## src/rtl/pla_pkg.sv

```systemverilog
package pla_pkg;
    typedef enum logic [1:0] {
        CELL_OFF  = 2'b00,
        CELL_TRUE = 2'b01,
        CELL_INV  = 2'b10,
        CELL_KILL = 2'b11
    } cell_t;

    typedef enum logic [1:0] {
        CFG_EMPTY   = 2'b00,
        CFG_FILLING = 2'b01,
        CFG_READY   = 2'b10
    } cfg_state_t;
endpackage

```

## src/rtl/pla_cfg_store.sv

```systemverilog
module pla_cfg_store #(
    parameter int N_IN   = 4,
    parameter int N_TERM = 8,
    parameter int N_OUT  = 4,
    localparam int WORD_W  = 2 * N_IN + N_OUT,
    localparam int TERM_AW = (N_TERM > 1) ? $clog2(N_TERM) : 1
) (
    input  logic                         clk,
    input  logic                         rst_n,
    input  logic                         we,
    input  logic [TERM_AW-1:0]           waddr,
    input  logic [WORD_W-1:0]            wdata,
    input  logic [TERM_AW-1:0]           raddr,
    output logic [WORD_W-1:0]            rdata,
    output logic [N_TERM*2*N_IN-1:0]     and_cfg,
    output logic [N_TERM*N_OUT-1:0]      or_cfg,
    output logic                         ready
);
    import pla_pkg::*;

    logic [WORD_W-1:0] rows [N_TERM];
    logic [N_TERM-1:0] seen_q, seen_d;
    cfg_state_t        state_q, state_d;
    logic              wr_ok, rd_ok;

    assign wr_ok = we && ({1'b0, waddr} < (TERM_AW+1)'(N_TERM));
    assign rd_ok = {1'b0, raddr} < (TERM_AW+1)'(N_TERM);

    always_comb begin
        seen_d = seen_q;
        if (wr_ok) seen_d[waddr] = 1'b1;
    end

    always_ff @(posedge clk or negedge rst_n) begin
        if (!rst_n) begin
            for (int t = 0; t < N_TERM; t++) rows[t] <= '0;
            seen_q <= '0;
        end else if (wr_ok) begin
            rows[waddr] <= wdata;
            seen_q      <= seen_d;
        end
    end

    // state register
    always_ff @(posedge clk or negedge rst_n) begin
        if (!rst_n) state_q <= CFG_EMPTY;
        else        state_q <= state_d;
    end

    // next state
    always_comb begin
        state_d = state_q;
        unique case (state_q)
            CFG_EMPTY:   if (wr_ok) state_d = (&seen_d) ? CFG_READY : CFG_FILLING;
            CFG_FILLING: if (&seen_d) state_d = CFG_READY;
            CFG_READY:   state_d = CFG_READY;
            default:     state_d = CFG_EMPTY;
        endcase
    end

    // outputs
    always_comb begin
        ready = (state_q == CFG_READY);
        rdata = rd_ok ? rows[raddr] : '0;
    end

    for (genvar t = 0; t < N_TERM; t++) begin : g_flat
        assign and_cfg[t*2*N_IN +: 2*N_IN] = rows[t][2*N_IN-1:0];
        assign or_cfg[t*N_OUT +: N_OUT]    = rows[t][WORD_W-1:2*N_IN];
    end

    AST_WRITE_LANDS: assert property (@(posedge clk) disable iff (!rst_n)
        wr_ok |=> rows[$past(waddr)] == $past(wdata));
    AST_IDLE_HOLDS: assert property (@(posedge clk) disable iff (!rst_n)
        !we |=> $stable(and_cfg) && $stable(or_cfg));
    AST_READY_STICKY: assert property (@(posedge clk) disable iff (!rst_n)
        ready |=> ready);
    AST_READY_NEEDS_ALL: assert property (@(posedge clk) disable iff (!rst_n)
        $rose(ready) |-> &seen_q);
endmodule

```

## src/rtl/pla_and_plane.sv

```systemverilog
module pla_and_plane #(
    parameter int N_IN   = 4,
    parameter int N_TERM = 8
) (
    input  logic [N_IN-1:0]          in_vec,
    input  logic [N_TERM*2*N_IN-1:0] and_cfg,
    output logic [N_TERM-1:0]        term
);
    import pla_pkg::*;

    for (genvar t = 0; t < N_TERM; t++) begin : g_term
        logic hit;
        always_comb begin
            hit = 1'b1;
            for (int i = 0; i < N_IN; i++) begin
                unique case (cell_t'(and_cfg[(t*N_IN+i)*2 +: 2]))
                    CELL_OFF:  hit = hit;
                    CELL_TRUE: hit = hit & in_vec[i];
                    CELL_INV:  hit = hit & ~in_vec[i];
                    CELL_KILL: hit = 1'b0;
                    default:   hit = 1'b0;
                endcase
            end
        end
        assign term[t] = hit;
    end
endmodule

```

## src/rtl/pla_or_plane.sv

```systemverilog
module pla_or_plane #(
    parameter int N_TERM = 8,
    parameter int N_OUT  = 4
) (
    input  logic [N_TERM-1:0]       term,
    input  logic [N_TERM*N_OUT-1:0] or_cfg,
    output logic [N_OUT-1:0]        sum
);
    for (genvar j = 0; j < N_OUT; j++) begin : g_out
        logic [N_TERM-1:0] conn;
        for (genvar t = 0; t < N_TERM; t++) begin : g_col
            assign conn[t] = or_cfg[t*N_OUT + j];
        end
        assign sum[j] = |(term & conn);
    end
endmodule

```

## src/rtl/pla_core.sv

```systemverilog
module pla_core #(
    parameter int N_IN   = 4,
    parameter int N_TERM = 8,
    parameter int N_OUT  = 4,
    localparam int WORD_W  = 2 * N_IN + N_OUT,
    localparam int TERM_AW = (N_TERM > 1) ? $clog2(N_TERM) : 1
) (
    input  logic               clk,
    input  logic               rst_n,
    input  logic               cfg_we,
    input  logic [TERM_AW-1:0] cfg_waddr,
    input  logic [WORD_W-1:0]  cfg_wdata,
    input  logic [TERM_AW-1:0] cfg_raddr,
    output logic [WORD_W-1:0]  cfg_rdata,
    output logic               cfg_ready,
    input  logic [N_IN-1:0]    pla_in,
    output logic [N_OUT-1:0]   pla_out
);
    logic [N_TERM*2*N_IN-1:0] and_cfg;
    logic [N_TERM*N_OUT-1:0]  or_cfg;
    logic [N_TERM-1:0]        term;
    logic [N_OUT-1:0]         sum;

    pla_cfg_store #(.N_IN(N_IN), .N_TERM(N_TERM), .N_OUT(N_OUT)) u_store (
        .clk(clk), .rst_n(rst_n), .we(cfg_we), .waddr(cfg_waddr),
        .wdata(cfg_wdata), .raddr(cfg_raddr), .rdata(cfg_rdata),
        .and_cfg(and_cfg), .or_cfg(or_cfg), .ready(cfg_ready)
    );

    pla_and_plane #(.N_IN(N_IN), .N_TERM(N_TERM)) u_and (
        .in_vec(pla_in), .and_cfg(and_cfg), .term(term)
    );

    pla_or_plane #(.N_TERM(N_TERM), .N_OUT(N_OUT)) u_or (
        .term(term), .or_cfg(or_cfg), .sum(sum)
    );

    assign pla_out = cfg_ready ? sum : '0;

    AST_MUTED_UNTIL_READY: assert property (@(posedge clk) disable iff (!rst_n)
        !cfg_ready |-> pla_out == '0);
endmodule

```

## config.mk

```make
export PLATFORM = sky130hd
export DESIGN_NAME = pla_core
export DESIGN_NICKNAME = d
export VERILOG_FILES = /design/src/rtl/pla_pkg.sv /design/src/rtl/pla_cfg_store.sv /design/src/rtl/pla_and_plane.sv /design/src/rtl/pla_or_plane.sv /design/src/rtl/pla_core.sv
export SDC_FILE = /design/constraint.sdc
export NUM_CORES = 1
export LEC_CHECK = 0
export ABC_AREA = 0
export BUFFER_PORTS_ARGS = -buffer_cell sky130_fd_sc_hd__clkbuf_2
export CORE_UTILIZATION = 25
export DETAILED_ROUTE_END_ITERATION = 10
export PLACE_DENSITY = 0.42
export SLEW_MARGIN = 20
export SYNTH_ARGS = -nofsm -noshare
export SYNTH_HDL_FRONTEND = slang
export SYNTH_HIERARCHICAL = 1
export SYNTH_SLANG_ARGS = --single-unit
export TNS_END_PERCENT = 100
```

## constraint.sdc

```tcl
create_clock -name clk -period 2.61 [get_ports clk]
set_clock_uncertainty 0.1 [all_clocks]
set_input_delay 0.261 -clock clk [delete_from_list [all_inputs] [get_ports clk]]
set_output_delay 0.261 -clock clk [all_outputs]
set_load 0.005 [all_outputs]
```

==> run_results.csv, run 1 <==
group,metric,value,unit
synthesis,synth-seq-area-share,40.9,%
global_routing,grt_overflow,0,
global_routing,antenna_found_initial,0,
worst_setup_path,critPathRequiredTime,2.25,ns
pwr,ir_drop,0.000245,V
global_routing,grt_usage,13.9,%
pwr,power_density,740,nW/um^2
global_routing,grt_pass1_vias,4379,
synthesis,synth_top_area_share,40.9,%
sta,fmax,384,MHz
run,drv_cap,0,
floorplanning,die-width,163,um
clock_tree,clk_latency,0.36,ns
worst_setup_path,cp-end-kind,"primary output",
pwr,leakagePower,3.37,nW
floorplanning,die_h,163,um
finish,final_cell_mix,"mux2_2 (116), dfrtp_1 (105), ha_1 (47)",
worst_setup_path,critPathBufInv,3,
worst_hold_path,hold_depth,2,
clock_tree,htree_num_levels,3,
worst_hold_path,min_to,"u_store/or_cfg[26]$_DFFE_PN0P_",
synthesis,syn-cell-area,6490,um^2
floorplanning,ioPinCount,42,
synthesis,yosys.area.top_type,"dfrtp_1",
worst_setup_path,r2r_start,"u_store/state_q[1]$_DFFE_PN0P_",
floorplanning,core.rowCount,58,
synthesis,syn-num-nets,586,
sta,tightest_slew,0.544,ns
route,vias,4179,
outcome,outcome,"complete, no violations",
route,vias_per_cell,4.65,
sta,rsz0062_at_grt,"true",
route,drt_iter0_markers,132,
worst_setup_path,cp_cell_sequence,"inv_2 > ha_1 > xor2_1 > a21oi_2 > nor4_2 > buf_4 > a22oi_1 > nand4_1 > and2_4 > clkbuf_2",
worst_hold_path,hold_start,"cfg_wdata[10]",
worst_setup_path,reg2reg_to,"u_store/state_q[1]$_DFFE_PN0P_",
sta,hold_viol_final,0,
worst_setup_path,cp.arrival,2.24,ns
synthesis,netlist_top_cells_area,"dfrtp_1 (41%), mux2_2 (20%), ha_1 (10%)",
finish,seq_area,2650,um^2
floorplanning,core-area,25300,um^2
worst_setup_path,crit_type,"flip-flop to primary output",
place,place_inst,873,
place,gp_congestion,0.764,
clock_tree,cts_buffers,9,
worst_setup_path,crit_fanout,4,
finish,final_common_cell,"mux2_2",
sta,finalSetupViolCount,0,
global_routing,grt_max_degree,51,
place,port_buffers,41,
synthesis,yosys.cell_types.count,38,
floorplanning,fp.dieArea,26600,um^2
finish,antenna_cells,0,
clock_tree,cts.clk_slew.worst_paths,0.09,ns
worst_setup_path,max_stage_delay,0.39,ns
route,wl,17.3,mm
sta,fin_crit_sh,99.8,%
route,wire_per_inst,19.3,um
synthesis,yosysWarnings,6,
finish,fin_util,30.3,%
worst_setup_path,ff2ff_setup_slack,0.92,ns
finish,synthToLayoutAreaGrowth,18.4,%
finish,fill_cells,2561,
sta,setup_slack,0.00468,ns
sta,slew_headroom,63.7,%
worst_hold_path,hp-class,"primary input to flip-flop",
route,first_pass_iters,4,
sta,min_period,2.61,ns
worst_setup_path,worst_r2r_path_depth,7,
synthesis,synth-seq-cells,106,
worst_setup_path,slowest_stage,"dfrtp_1",
route,ant_nets,0,
synthesis,syn_avg_cell_area,12.8,um^2
finish,finalNetCount,640,
clock_tree,cts_tree,"done",
finish,instances_no_fill,898,
global_routing,grt_pass1_wl,27.1,mm
finish,drive_above_1_share,50.5,%
worst_setup_path,path_delay_family,"compound AO/OA/AOI/OAI gates",
place,dp_slack,0.250,ns
synthesis,synthCells,509,
clock_tree,root_buffer,"clkbuf_16",
finish,multi_input_area,3630,um^2
worst_setup_path,start_kind,"flip-flop",
clock_tree,cts_sinks,106,
floorplanning,initial_core_util,25.6,%
route,drc,0,
sta,slew_violations,0,
place,dpl.hpwl,12.2,mm
clock_tree,cts.path.max_buffers,2,
worst max-delay path by stage:
stage	endpoint	cells after the start	slack (ns)	from
floorplan	pla_out[0]	9	0.77	u_store/and_cfg[34]$_DFFE_PN0P_
CTS	pla_out[1]	9	-0.002	u_store/and_cfg[27]$_DFFE_PN0P_
finish	pla_out[1]	10	0.005	u_store/and_cfg[22]$_DFFE_PN0P_
detailed placement	pla_out[1]	10	0.25	u_store/and_cfg[36]$_DFFE_PN0P_
global placement	pla_out[1]	10	0.21	u_store/and_cfg[18]$_DFFE_PN0P_
global route	pla_out[1]	10	-0.09	u_store/and_cfg[42]$_DFFE_PN0P_
metrics by stage:
stage               hold slack [ns]  total power [mW]  area, um^2  setup TNS (ns)
floorplan                    -0.135              3.44        6490               0
global placement              0.118              4.02        7090               0
detailed placement            0.126              4.07        7090               0
CTS                           0.139              5.66        7540        -0.00201
global route                  0.149              6.06        7680          -0.313
finish                        0.147              5.68        7680               0
cells in the mapped netlist, drive strengths merged:
master / number
a221oi: 2
and3b: 2
nand2b: 5
nand2: 7
buf: 28
and4: 1
nor4: 8
and4b: 1
nor3b: 2
clkbuf: 3
dfrtp: 106
nor2: 2
xor2: 24
a21o: 1
inv: 51
nor2b: 2
a22oi: 19
and2: 5
mux2: 116
nor3: 2
a211o: 1
o211ai: 1
nand4: 5
a21oi: 25
nand4b: 3
nor4b: 1
nand3b: 3
mux4: 24
o21ai: 2
nor4bb: 1
ha: 52
or2: 4
per-layer routing:
layer  global-route usage (%)  part of all wire [%]  vias up  wire, um
li1                         -                     -     1916         -
met1                     19.7                    49     2162      8510
met2                     21.5                    46       80      7940
met3                     2.01                   3.1       21       535
met4                     4.42                   1.9        0       335
met5                        0                     0        -         0
cells by family (layout without fill, tap and decap cells):
logic type	Yosys count	after routing	synth area share [%]
AOI/OAI and AO/OA	51	51	5.09
adders and majority gates	52	52	10.0
and+or+nand+nor	54	54	5.71
muxes	140	140	28.6
xor gates and xnor gates	24	24	3.24
DFF	106	106	40.9
buffers and inverters	82	141	6.46
worst register-to-register path, cell delays in order (launching register included):
cell and delay [ns]:
dfrtp_1 0.43, inv_1 0.13, ha_1 0.21, nor2b_1 0.29, nor2_1 0.10, nor2_1 0.09
a221oi_1 0.06, a221oi_2 0.19
report_power, final:
part	switching [mW]	internal [mW]	total, mW
sequential	0.307	1.99	2.29
combinational	0.950	1.04	1.99
clock	0.717	0.686	1.40
total	1.97	3.71	5.68
what timing repair did:
action                                 CTS  global route
resized for setup                       25            28
cloned                                   0             0
setup endpoints to repair                4             4
endpoints found under the hold margin   27             0
hold buffers                             1             0
pin swaps                               11            16
setup buffers                            5             3
layout make-up:
cell class	instances	share of cell area (%)
Clock inverter	7	1.06
Timing Repair Buffer	74	6.29
Sequential cell	106	34.5
Clock buffer	9	2.93
Multi-Input combinational cell	321	47.3
Inverter	51	2.49
Tap cell	330	5.37
flip-flops by register name, summed over array words and instances, names as in the netlist:
| signal | flops |
|---|---|
| u_store/and_cfg | 64 |
| u_store/or_cfg | 32 |
| u_store/seen_q | 8 |
| u_store/state_q | 2 |
Note: power is estimated with default switching activity, not from simulation.
==> run 2, diff against run 1 <==
==> constraint.sdc (replaced) <==
create_clock -name clk -period 2.61 [get_ports clk]
set_clock_uncertainty 0.1 [all_clocks]
set_input_delay 0.261 -clock clk [delete_from_list [all_inputs] [get_ports clk]]
set_output_delay 0.261 -clock clk [all_outputs]
set_load 0.1 [all_outputs]
==> run 2 against run 1 <==
The run now ends with setup timing left; core utilization up 1.8 points; largest cell class unchanged; largest power group is now combinational logic; combinational power up 59%; non-clock buffer count up 11; clock-buffer cell count up 2; power up 22%; first-iteration DRC count up 17%; sequential cell count unchanged; highest routed layer unchanged.
==> run_results.csv, run 2 (synthesis gave the netlist of run 1 again) <==
group,metric,value,unit
outcome,outcome,"finished, violations left",
outcome,violations,"setup timing",
worst_setup_path,critPathBufInv,3,
global_routing,grt_pass1_wl,26.9,mm
route,drc,0,
floorplanning,core.rowCount,58,
floorplanning,initial_core_util,25.6,%
clock_tree,cts_tree,"done",
route,vias_per_cell,4.60,
floorplanning,die_h,163,um
finish,antenna_cells,0,
floorplanning,fp.dieArea,26600,um^2
worst_setup_path,r2r_start,"u_store/state_q[1]$_DFFE_PN0P_",
worst_setup_path,cp_cell_sequence,"inv_2 > ha_4 > xor2_2 > a21oi_2 > nor4_4 > buf_4 > a22oi_2 > nand4_1 > and2_4 > buf_12",
floorplanning,die-width,163,um
sta,setup_tns,-0.00944,ns
sta,setup_slack,-0.00944,ns
clock_tree,cts.path.max_buffers,2,
global_routing,antenna_found_initial,0,
global_routing,grt_usage,13.7,%
worst_setup_path,max_stage_delay,0.39,ns
run,drv_cap,0,
clock_tree,clk_latency,0.35,ns
place,postPlaceCellArea,7380,um^2
sta,tightest_slew,0.632,ns
clock_tree,cts_buffers,9,
route,wl,17.3,mm
sta,rsz0062_at_grt,"true",
place,gp_congestion,0.751,
pwr,power_density,856,nW/um^2
worst_setup_path,cp-end-kind,"primary output",
finish,finalNetCount,651,
worst_setup_path,crit_fanout,4,
worst_setup_path,path_delay_family,"simple AND/OR/NAND/NOR gates",
global_routing,grt_overflow,0,
route,drt_iter0_markers,154,
sta,slew_violations,0,
worst_setup_path,slowest_stage,"dfrtp_1",
worst_setup_path,cp.arrival,2.26,ns
finish,instances_no_fill,909,
route,ant_nets,0,
pwr,leakagePower,3.52,nW
route,vias,4182,
sta,fin_crit_sh,100,%
place,port_buffers,41,
finish,fill_cells,2490,
place,place_inst,877,
sta,slew_headroom,57.9,%
sta,finalSetupViolCount,1,
pwr,total_power,6.96,mW
finish,drive_above_1_share,53.7,%
clock_tree,root_buffer,"clkbuf_16",
sta,min_period,2.62,ns
global_routing,grt_max_degree,107,
route,wire_per_inst,19.0,um
worst_setup_path,startpoint,"u_store/and_cfg[36]$_DFFE_PN0P_",
place,dpl.hpwl,11.9,mm
global_routing,grt_pass1_vias,4446,
clock_tree,cts.clk_slew.worst_paths,0.07,ns
clock_tree,cts_sinks,106,
pwr,ir_drop,0.000527,V
sta,hold_viol_final,0,
route,first_pass_iters,4,
worst_hold_path,hp-class,"primary input to flip-flop",
finish,design_area,8130,um^2
worst_setup_path,start_kind,"flip-flop",
worst_hold_path,hold_start,"cfg_wdata[10]",
finish,final_cell_mix,"mux2_2 (116), dfrtp_1 (104), ha_1 (45)",
finish,synthToLayoutAreaGrowth,25.2,%
finish,final_common_cell,"mux2_2",
worst_setup_path,critPathRequiredTime,2.25,ns
worst_setup_path,crit_type,"flip-flop to primary output",
sta,holdWs,0.156,ns
finish,largest_register_ff_count,64,
floorplanning,core-area,25300,um^2
floorplanning,ioPinCount,42,
sta,fmax,382,MHz
clock_tree,htree_num_levels,3,
-- run 2: changes by cell type in the layout (fill, tap and decap cells not counted), sizes merged --
cell      delta
clkinv       -2
clkbuf      -14
clkinvlp     +1
bufinv       +2
buf         +27
inv          -3
-- run 2: final cells by class --
class	instances	area [um^2]	share of cell area, %
clock buffer	11	243	2.99
multi-input combinational	321	3730	45.8
inverter	51	191	2.36
timing repair buffer	85	822	10.1
clock inverter	5	77.6	0.954
sequential	106	2660	32.7
tap	330	413	5.08
-- run 2: per-layer routing --
metal / GRT usage [%] / vias to the layer above / share of wire [%]
met1: 18.9 / 2157 / 48
met4: 5.18 / 0 / 2.1
li1: - / 1942 / -
met2: 21.6 / 62 / 47
met3: 1.83 / 21 / 2.3
met5: 0 / - / 0
-- run 2: stage by stage --
stage / util (%) / setup WS [ns]
floorplan: - / 0.0665
global placement: 29.1 / -0.525
detailed placement: 29.1 / -0.113
CTS: 31.5 / -0.0278
global route: 32.1 / -0.131
finish: 32.1 / -0.00944
-- run 2: worst paths after layout --
| path | slack [ns] | endpoint | depth (start not counted) |
|---|---|---|---|
| max | -0.009 | pla_out[2] | 10 |
| min | 0.16 | u_store/or_cfg[10]$_DFFE_PN0P_ | 2 |
| max reg2reg | 0.95 | u_store/state_q[1]$_DFFE_PN0P_ | 7 |
| min reg2reg | 0.40 | u_store/seen_q[3]$_DFFE_PN0P_ | 1 |
| max in group asynchronous | 1.48 | u_store/and_cfg[37]$_DFFE_PN0P_ | 3 |
| min in group asynchronous | 0.40 | u_store/seen_q[1]$_DFFE_PN0P_ | 3 |
-- run 2: power breakdown --
group | switching, mW | leakage, nW | internal, mW
registers | 0.307 | 1.25 | 1.99
logic | 1.75 | 2.12 | 1.41
clock network | 0.635 | 0.156 | 0.866
total | 2.69 | 3.52 | 4.26
-- run 2: repair_timing --
action,CTS,global route
hold buffers,1,0
pin swaps,18,16
hold endpoints to repair,106,0
resized for setup,44,28
setup endpoints to repair,4,4
buffers inserted,10,5
gates cloned,0,0
